==> src/rtl/burst_seq_pkg.sv <==
package burst_seq_pkg;
  typedef struct packed {
    logic load;
    logic step;
  } seqStrobes_t;
endpackage

==> src/rtl/burst_seq_ctrl.sv <==
module burst_seq_ctrl
  import burst_seq_pkg::*;
(
  input  logic        clk,
  input  logic        rst_n,
  input  logic        procStrobeN,
  input  logic        ctrlStrobeN,
  input  logic        advanceN,
  input  logic        procAccept,
  input  logic        ctrlAccept,
  output seqStrobes_t strobes
);
  logic procTake;
  logic ctrlTake;

  always_comb begin
    procTake     = !procStrobeN && procAccept;
    ctrlTake     = procStrobeN && !ctrlStrobeN && ctrlAccept;
    strobes.load = procTake || ctrlTake;
    strobes.step = procStrobeN && ctrlStrobeN && !advanceN;
  end

  // an edge with the processor strobe low never advances the burst
  assert_no_step_on_proc_R6: assert property (@(posedge clk) disable iff (!rst_n)
    !procStrobeN |-> !strobes.step);

  // a rejected controller strobe neither loads nor steps
  assert_reject_ctrl_R3: assert property (@(posedge clk) disable iff (!rst_n)
    (procStrobeN && !ctrlStrobeN && !ctrlAccept) |-> !(strobes.load || strobes.step));
endmodule

==> src/rtl/burst_seq_dp.sv <==
module burst_seq_dp
  import burst_seq_pkg::*;
#(
  parameter int ADDR_W = 17,
  parameter int BEAT_W = 2
) (
  input  logic              clk,
  input  logic              rst_n,
  input  seqStrobes_t       strobes,
  input  logic [ADDR_W-1:0] extAddr,
  input  logic              interleaveSel,
  output logic [ADDR_W-1:0] curAddr
);
  localparam int UPPER_W = ADDR_W - BEAT_W;

  logic [ADDR_W-1:0] baseAddr;
  logic [BEAT_W-1:0] beatCnt;
  logic [BEAT_W-1:0] lowBits;

  always_ff @(posedge clk) begin
    if (!rst_n) begin
      baseAddr <= '0;
      beatCnt  <= '0;
    end else if (strobes.load) begin
      baseAddr <= extAddr;
      beatCnt  <= '0;
    end else if (strobes.step) begin
      beatCnt  <= beatCnt + 1'b1;
    end
  end

  always_comb begin
    if (interleaveSel) lowBits = baseAddr[BEAT_W-1:0] ^ beatCnt;
    else               lowBits = baseAddr[BEAT_W-1:0] + beatCnt;
    curAddr = {baseAddr[ADDR_W-1:BEAT_W], lowBits};
  end

  // a load presents the captured address with the beat count cleared
  assert_load_captures_R1: assert property (@(posedge clk) disable iff (!rst_n)
    strobes.load |=> (curAddr == $past(extAddr)) && (beatCnt == '0));

  // the upper bits only move on a load
  assert_upper_stable_R8: assert property (@(posedge clk) disable iff (!rst_n)
    !strobes.load |=> $stable(curAddr[ADDR_W-1:BEAT_W]));

  // a step advances the beat count by one, wrapping
  assert_step_advances_R7: assert property (@(posedge clk) disable iff (!rst_n)
    (strobes.step && !strobes.load) |=> beatCnt == BEAT_W'($past(beatCnt) + 1'b1));

  // no load and no step holds the address while the mode is steady
  assert_hold_R7: assert property (@(posedge clk) disable iff (!rst_n)
    (!strobes.load && !strobes.step) |=> ($stable(interleaveSel) -> $stable(curAddr)));

  logic [UPPER_W-1:0] unusedUpper;
  assign unusedUpper = '0;
endmodule

==> src/rtl/burst_addr_seq.sv <==
module burst_addr_seq
  import burst_seq_pkg::*;
#(
  parameter int ADDR_W = 17
) (
  input  logic              clk,
  input  logic              rst_n,
  input  logic [ADDR_W-1:0] extAddr,
  input  logic              procStrobeN,
  input  logic              ctrlStrobeN,
  input  logic              advanceN,
  input  logic              procAccept,
  input  logic              ctrlAccept,
  input  logic              interleaveSel,
  output logic [ADDR_W-1:0] curAddr
);
  localparam int BEAT_W = 2;

  seqStrobes_t strobes;

  burst_seq_ctrl u_ctrl (
    .clk(clk), .rst_n(rst_n),
    .procStrobeN(procStrobeN), .ctrlStrobeN(ctrlStrobeN), .advanceN(advanceN),
    .procAccept(procAccept), .ctrlAccept(ctrlAccept),
    .strobes(strobes)
  );

  burst_seq_dp #(.ADDR_W(ADDR_W), .BEAT_W(BEAT_W)) u_dp (
    .clk(clk), .rst_n(rst_n), .strobes(strobes), .extAddr(extAddr),
    .interleaveSel(interleaveSel), .curAddr(curAddr)
  );
endmodule

==> config.mk <==
export PLATFORM = sky130hd
export DESIGN_NAME = burst_addr_seq
export DESIGN_NICKNAME = d
export VERILOG_FILES = /design/src/rtl/burst_seq_pkg.sv /design/src/rtl/burst_seq_ctrl.sv /design/src/rtl/burst_seq_dp.sv /design/src/rtl/burst_addr_seq.sv
export SDC_FILE = /design/constraint.sdc
export NUM_CORES = 1
export LEC_CHECK = 0
export BUFFER_PORTS_ARGS = -buffer_cell sky130_fd_sc_hd__buf_2
export CAP_MARGIN = 20
export CELL_PAD_IN_SITES_DETAIL_PLACEMENT = 1
export CELL_PAD_IN_SITES_GLOBAL_PLACEMENT = 2
export CORE_MARGIN = 1
export CORE_UTILIZATION = 30
export CTS_CLUSTER_SIZE = 28
export DETAILED_ROUTE_END_ITERATION = 8
export HOLD_SLACK_MARGIN = 0.05
export PLACE_DENSITY = 0.8
export SLEW_MARGIN = 20
export SYNTH_ARGS = -nofsm -noshare
export SYNTH_HDL_FRONTEND = slang
export SYNTH_SLANG_ARGS = --single-unit
==> constraint.sdc <==
create_clock -name clk -period 2.67 [get_ports clk]
set_clock_uncertainty 0.2 [all_clocks]
set_input_delay 0.1335 -clock clk [delete_from_list [all_inputs] [get_ports clk]]
set_output_delay 0.1335 -clock clk [all_outputs]
set_load 0.05 [all_outputs]
# After elaboration in Yosys (flattened, before gate mapping)
# Cells that the tools add are included.
dict set report totals {
  wordCells 17
  output_inout_bits 17
  in_bits 25
  ff_bits 19
}
dict set report op_classes {
  n_addsub 2
  reduce_logical 10
  mux 1
  n_bitwise 2
}
# cell count
set op_table {}
lappend op_table {{$logic_and A1 B1 Y1} 5}
lappend op_table {{$logic_not A1 Y1} 3}
lappend op_table {{$add A2 B1 Y2 const B} 1}
lappend op_table {{$add A2 B2 Y2} 1}
lappend op_table {{$mux W2} 1}
lappend op_table {{$reduce_or A2 Y1} 1}
lappend op_table {{$xor A2 B2 Y2} 1}
lappend op_table {{$logic_or A1 B1 Y1} 1}
lappend op_table {{$not A1 Y1} 1}

# Depth between registers and ports, before layout
# Gate-level depths: netlist (run 1).
dict set report depth {
  word_depth 5
  ltp_mapped 5
  mapped_depth_nobuf 3
}

# By module
# From an unflattened synthesis (run 1), not the netlist that was laid out.
dict set report hier_totals {
  cells_unflattened 86
  area_unflattened_um2 912.1
}
# module instances seq_area_each_um2 cells_each area_per_inst_um2
set by_module_without_submodules {}
lappend by_module_without_submodules {burst_seq_dp 1 380.4 81 890.9}
lappend by_module_without_submodules {burst_seq_ctrl 1 0.0 5 21.3}

# Least setup slack after synthesis (run 1)
# OpenSTA, ideal clock, no wires.
dict set report synth_path {
  path_type {reg-to-output}
  from {reg u_dp.beatCnt[0]}
  to {out curAddr[1]}
  path_stages_with_launch 4
  required_ps 2336
  arrival_ps 1441
  path_buffers 0
  path_slack_ps 896
  path_cell_list {dfxtp_1 ha_1 nor2b_1 xnor2_1}
}
dict set report synth_via {
  elab_chain_len 2
}
# item line
set synth_lines {}
lappend synth_lines {{start: declaration} burst_seq_dp.sv:17} ;# logic [BEAT_W-1:0] beatCnt;
lappend synth_lines {{start signal: assignment} burst_seq_dp.sv:28} ;# beatCnt <= beatCnt + 1'b1;
lappend synth_lines {{$add A2 B2 Y2} burst_seq_dp.sv:34} ;# else lowBits = baseAddr[BEAT_W-1:0] + beatCnt;
lappend synth_lines {{$mux W2} burst_seq_dp.sv:33} ;# if (interleaveSel) lowBits = baseAddr[BEAT_W-1:0] ^ beatCnt;
lappend synth_lines {{end: declaration} burst_addr_seq.sv:15} ;# output logic [ADDR_W-1:0] curAddr
# Every way passes these cells.

# Final worst setup path (run 1)
dict set report layout_path {
  from {in ctrlStrobeN}
  to {reg u_dp.baseAddr[12]}
}
dict set report layout_via {
  elab_chain_len 4
}
# item line
set layout_lines {}
lappend layout_lines {{start: declaration} burst_addr_seq.sv:10} ;# input logic ctrlStrobeN,
lappend layout_lines {{$logic_not A1 Y1} burst_seq_ctrl.sv:18} ;# ctrlTake = procStrobeN && !ctrlStrobeN && ctrlAccept;
lappend layout_lines {{$logic_and A1 B1 Y1 (2 in series)} burst_seq_ctrl.sv:18}
lappend layout_lines {{$logic_or A1 B1 Y1} burst_seq_ctrl.sv:19} ;# strobes.load = procTake || ctrlTake;
lappend layout_lines {{end signal: assignment} burst_seq_dp.sv:25} ;# baseAddr <= extAddr;
lappend layout_lines {{end: declaration} burst_seq_dp.sv:16} ;# logic [ADDR_W-1:0] baseAddr;
# Every way passes these cells.
# A chain may end at the register's enable or synchronous reset.

==> reports/results.txt, run 1 <==
Final setup vio count - 0
Fin crit share - 0.729
Post-synth top cells - dfxtp_1 (19), nand3_1 (17), buf_4 (16)
GR Util met2 - 0.272
Final hold slack - 0.0931 ns
CTS resizes - 0
Area growth, synth to finish - 32.4%
Die height - 61.9 µm
Filler-free cell count of the finished design - 202
Crit path time final - 1.95 ns
TritonCTS buffer count - 3
Hold Violations, Final - 0
IO Count - 42
CTS root buf - clkbuf_4
DRC - 0
Clock buffer depth - 2
Clk_lat worst skew - 0.29 ns
MaxCap Viol Count - 0
Final ANT Viol Nets - 0
Core area - 3390 µm²
Hold_sp - advanceN
Ant. Diodes - 0
Critical R2R Capture - u_dp.baseAddr[12]
Post-CTS setup buffer count - 0
Hold Path Depth - 4
Die W - 61.9 µm
Fmax - 0.514 GHz
Pwr/cell area - 444 nW/µm²
Slew @ Worst Pin - 0.830 ns
Via count - 916
Max FO, Critical Path - 18
# clock sinks - 19
Share of flip-flops with an asynchronous set or reset - 0
Number of enable flip-flop cells after synthesis - 0
CTS clock-pin slew for the worst setup and hold paths - 0.11 ns
Slew Viols, Final - 0
Initial DRC Count - 21
Most used DFF post-synth - dfxtp_1
Max H-tree Level - 1
Switching share of power - 0.323
Status - finished clean
IO Port Bufs - 41
Final core utilization - 0.420
Critical Path RT - 2.72 ns
Share of layout cells above drive strength 1 - 0.436
Worst reg2reg path startpoint - u_dp.baseAddr[12]
Initial antenna violation count - 0
Post-synthesis net count - 134
Worst Hold Class - in -> reg
Mean Syn Cell Area - 9.95 µm²
Met1 Use GR - 0.186
Relative slew margins - 0.447
Reg power frac - 0.486
Crit path DAT - 1.99 ns
Worst vdd ir - 0.119 mV
Yosys warning count - 0
Psw - 0.204 mW
Area fraction of the dominant cell type after synthesis - 0.354
CP Launch Type - input pin
Leak Pwr - 0.615 nW
Initial core utilization - 0.317
Clk network pwr share - 0.229
Vias in the first global route - 982
Count leader, synth - dfxtp_1
Post-DP HPWL - 1.70 mm
Pint - 0.428 mW
Worst R2R Setup Slack - 1.23 ns
Most Crowded Layer GR - met2
Yosys cell types - 21
Placed Cells - 173
Critical Path Source - ctrlStrobeN
RSZ-0062 raised after global routing - false
WL/cell - 12.5 µm
Die ar. - 3830 µm²
#FFs+latches synth - 19
Synthesized instance count - 108
# nets final - 183
Pin count of the biggest net entering global routing - 20
First-pass GRT wire length - 4.26 mm
Drt first pass iters - 4
Hold_buf cts - 25
Crit path capture type - register
Reg2reg path depth - 3
Critical Setup Path Class - in -> reg
Vias per cell - 4.53
Area contributors post-synth - dfxtp_1 (35%), buf_4 (11%), a21boi_2 (10%)
# rows - 21
Synthesized cell area - 1070 µm²
Post-synth top area cell - dfxtp_1
Worst hold path endpoint - u_dp.beatCnt[0]
Seq/Total Area, Yosys - 0.354
CTS tree - yes
Routability Congestion - 0.683
Comb power frac - 0.285
Total global-route track usage - 0.153
Drt total wl - 2.53 mm
GRT Residual Overflow - 0
Post-route setup TNS - 0 ns
GRT met3 Usage - 0.0248
worst max-delay path, stage by stage:
cell and delay (ns):
buf_2 0.11, and3b_1 0.75, o21ai_0 0.20, a21boi_0 0.22, dlygate4sd3_1 0.57
cells by family (layout without fill, tap and decap cells):
group	count (synthesis)	in the layout	synth area share
compound gates	34	34	0.268
simple gates	27	27	0.146
buf+inv	23	71	0.189
flops	19	19	0.354
xor+xnor	4	4	0.0326
fa+ha+maj	1	1	0.0116
area by class of cell:
cell class | count | area [µm²]
fillers | 400 | 1970
multi-input cells | 66 | 494
repair buffers | 67 | 463
flip-flops and latches | 19 | 380
well taps | 46 | 57.6
clock buffers | 3 | 22.5
clock inverters | 1 | 5.00
through the flow:
stage                     cell area (µm²)  setup WS, ns  power [mW]
after global placement               1140          1.09       0.462
after CTS                            1420         0.775       0.639
after floorplan                      1070         0.896       0.448
after detailed placement             1140         0.992       0.467
after global routing                 1420         0.619       0.667
final                                1420         0.723       0.632
state kept, by name (all words and copies together) (netlist names):
register / count
u_dp.baseAddr: 17
u_dp.beatCnt: 2
worst max path at each step:
stage	to	slack [ns]
2_1_floorplan	curAddr[1]	0.90
4_1_cts	u_dp.baseAddr[6]	0.78
6_report	u_dp.baseAddr[12]	0.72
3_5_place_dp	u_dp.baseAddr[7]	0.99
5_1_grt	u_dp.baseAddr[3]	0.62
3_3_place_gp	u_dp.baseAddr[12]	1.09
layout by cell type, fill, tap and decap left out, drive strengths merged:
master,Yosys,final
nand2b,1,1
clkbuf,1,3
ha,1,1
nor2b,2,2
nand3b,2,2
and3b,1,1
dlygate4sd3,0,25
buf,22,42
dfxtp,19,19
xnor2,4,4
a21boi,17,17
clkinv,0,1
nand3,17,17
and3,2,2
o21ai,17,17
nor2,1,1
nand4b,1,1
power groups by stage:
| stage | Sequential, mW | Clock, mW | Combinational, mW |
|---|---|---|---|
| 3_3_place_gp | 0.313 | 0 | 0.149 |
| 6_report | 0.307 | 0.145 | 0.180 |
| 4_1_cts | 0.307 | 0.150 | 0.182 |
| 3_5_place_dp | 0.314 | 0 | 0.153 |
| 5_1_grt | 0.309 | 0.163 | 0.195 |
| 2_1_floorplan | 0.311 | 0 | 0.136 |
routing by layer:
| layer | part of all wire | wire [µm] |
|---|---|---|
| met4 | 0 | 0 |
| met1 | 0.45 | 1140 |
| met5 | 0 | 0 |
| met2 | 0.53 | 1340 |
| met3 | 0.023 | 57 |
No activity file was read; power rests on OpenSTA's default activity.
==> run 2, diff against run 1 <==
--- a/config.mk
+++ b/config.mk
@@ -10,11 +10,11 @@
 export CELL_PAD_IN_SITES_DETAIL_PLACEMENT = 1
 export CELL_PAD_IN_SITES_GLOBAL_PLACEMENT = 2
 export CORE_MARGIN = 1
-export CORE_UTILIZATION = 30
+export CORE_UTILIZATION = 25
 export CTS_CLUSTER_SIZE = 28
 export DETAILED_ROUTE_END_ITERATION = 8
 export HOLD_SLACK_MARGIN = 0.05
-export PLACE_DENSITY = 0.8
+export PLACE_DENSITY = 0.71
 export SLEW_MARGIN = 20
 export SYNTH_ARGS = -nofsm -noshare
 export SYNTH_HDL_FRONTEND = slang
==> constraint.sdc (replaced) <==
create_clock -name clk -period 1.78 [get_ports clk]
set_clock_uncertainty 0.2 [all_clocks]
set_input_delay 0.089 -clock clk [delete_from_list [all_inputs] [get_ports clk]]
set_output_delay 0.089 -clock clk [all_outputs]
set_load 0.05 [all_outputs]
==> reports/results.txt, run 2 (same netlist as run 1, synthesis figures left out) <==
# rows - 23 (was 21)
Initial core utilization - 0.265 (was 0.317)
MaxCap Viol Count - 0 (unchanged)
Pin count of the biggest net entering global routing - 20 (unchanged)
Share of layout cells above drive strength 1 - 0.440 (was 0.436)
# clock sinks - 19 (unchanged)
Vias per cell - 4.45 (was 4.53)
Hold_buf cts - 25 (unchanged)
Max H-tree Level - 1 (unchanged)
CTS tree - yes (unchanged)
Crit path DAT - 1.68 ns (was 1.99 ns)
Via count - 930 (was 916)
Clk_lat worst skew - 0.26 ns (was 0.29 ns)
Hold Violations, Final - 0 (unchanged)
Total global-route track usage - 0.122 (was 0.153)
Post-DP HPWL - 1.80 mm (was 1.70 mm)
Post-CTS setup buffer count - 0 (unchanged)
Met3 WL post-DR - 146 µm (was 57 µm)
Vias in the first global route - 903 (was 982)
Fin crit share - 0.940
CTS resizes - 0 (unchanged)
Clock buffer depth - 2 (unchanged)
CP Launch Type - input pin (unchanged)
Core area - 4060 µm² (was 3390 µm²)
Largest Register - u_dp.baseAddr (unchanged)
TritonCTS buffer count - 3 (unchanged)
Tot Pwr - 1.04 mW (was 0.632 mW)
Slew Viols, Final - 0 (unchanged)
CP Cell Sequence - dlygate4sd3_1 > buf_2 > a21boi_0 > dlygate4sd3_1 (was buf_2 > and3b_1 > o21ai_0 > a21boi_0 > dlygate4sd3_1)
Most frequent cells in the layout - buf_2 (41), dlygate4sd3_1 (25), dfxtp_1 (19) (unchanged)
Worst Hold Class - in -> reg (unchanged)
Drt first pass iters - 3 (was 4)
CTS clock-pin slew for the worst setup and hold paths - 0.08 ns (was 0.11 ns)
Pwr/cell area - 712 nW/µm² (was 444 nW/µm²)
Max reg flops - 17 (unchanged)
CTS root buf - clkbuf_8 (was clkbuf_4)
Die ar. - 4570 µm² (was 3830 µm²)
RSZ-0062 raised after global routing - false (unchanged)
Routability Congestion - 0.645 (was 0.683)
Critical Path RT - 1.78 ns (was 2.72 ns)
DRC - 0 (unchanged)
Met2 routed WL - 1.25 mm (was 1.34 mm)
Crit path capture type - register (unchanged)
Final setup vio count - 0 (unchanged)
Die height - 67.6 µm (was 61.9 µm)
Crit-path slowest cell - dlygate4sd3_1 (was and3b_1)
Area growth, synth to finish - 36.6% (was 32.4%)
First-pass GRT wire length - 4.04 mm (was 4.26 mm)
# nets final - 186 (was 183)
Relative slew margins - 0.702 (was 0.447)
IO Count - 42 (unchanged)
Leading cell type in the layout, fill and taps excluded - buf_2 (unchanged)
CP max stage delay - 0.57 ns (was 0.75 ns)
Max FO, Critical Path - 19 (was 18)
Ant. Diodes - 0 (unchanged)
Worst vdd ir - 0.369 mV (was 0.119 mV)
Fmax - 0.597 GHz
WL/cell - 12.8 µm (was 12.5 µm)
Initial DRC Count - 10 (was 21)
Critical Setup Path Class - in -> reg (unchanged)
Cell area after layout - 1470 µm² (was 1420 µm²)
Post-route setup TNS - 0 ns (unchanged)
Status - finished clean (unchanged)
Max layer used - met4 (was met3)
IO Port Bufs - 41 (unchanged)
Final ANT Viol Nets - 0 (unchanged)
Placed cell area - 1170 µm² (was 1140 µm²)
Initial antenna violation count - 0 (unchanged)
Leak Pwr - 0.635 nW (was 0.615 nW)
Slew @ Worst Pin - 0.445 ns (was 0.830 ns)
Crit path time final - 1.67 ns
GRT Residual Overflow - 0 (unchanged)
DRT met1 WL - 1.24 mm (was 1.14 mm)
Largest registers - u_dp.baseAddr (17), u_dp.beatCnt (2) (unchanged)
Fill cell count - 476 (was 400)
Most repeated library cell on the critical path - dlygate4sd3_1
Die W - 67.6 µm (was 61.9 µm)
Drt total wl - 2.67 mm (was 2.53 mm)
run 2: cell types whose count changed in the layout (fill, tap and decap cells not counted), sizes merged:
cell / previous run / this run
clkinv: 1 / 0
clkbuf: 3 / 4
buf: 42 / 45
run 2: stage by stage:
stage	instances	utilization	hold WS, ns	setup slack (ns)
after floorplan	108	-	0.0274	0.0505
after global placement	180	0.289	0.147	0.430
after detailed placement	180	0.289	0.144	0.398
after CTS	209	0.362	0.0777	0.126
after global routing	209	0.362	0.0903	0.0226
final	209	0.362	0.0816	0.106
run 2: power breakdown:
group          leakage (nW)  switching [mW]  total (mW)  internal [mW]
registers             0.156          0.0122       0.460          0.448
clock network        0.0228           0.150       0.310          0.159
logic                 0.456           0.161       0.274          0.114
total                 0.635           0.323        1.04          0.721
run 2: layer usage:
metal | up-vias | track usage
met2 | 29 | 0.215
met1 | 426 | 0.139
met3 | 4 | 0.0355
met4 | 0 | 0.0399
met5 | - | 0
li1 | 471 | -
run 2: worst paths after layout:
kind                            end  slack (ns)         startpoint  cells after the start
hold reg to reg   u_dp.baseAddr[11]        0.27  u_dp.baseAddr[11]                      2
setup reg to reg   u_dp.baseAddr[5]        0.37   u_dp.baseAddr[5]                      3
setup / recovery   u_dp.baseAddr[5]        0.11              rst_n                      4
hold / removal      u_dp.beatCnt[1]        0.08           advanceN                      4
run 2: area by class of cell:
cell class | count | area, µm² | share of cell area
clock buffer | 4 | 45.0 | 0.0307
multi-input combinational | 66 | 494 | 0.337
sequential | 19 | 380 | 0.259
tap | 50 | 62.6 | 0.0426
timing repair buffer | 70 | 485 | 0.331
run 2: critical path: cells and delay by family:
family | cells | cell delay [ns]
AO/OA/AOI/OAI | 1 | 0.22
buffers and inverters | 3 | 1.36
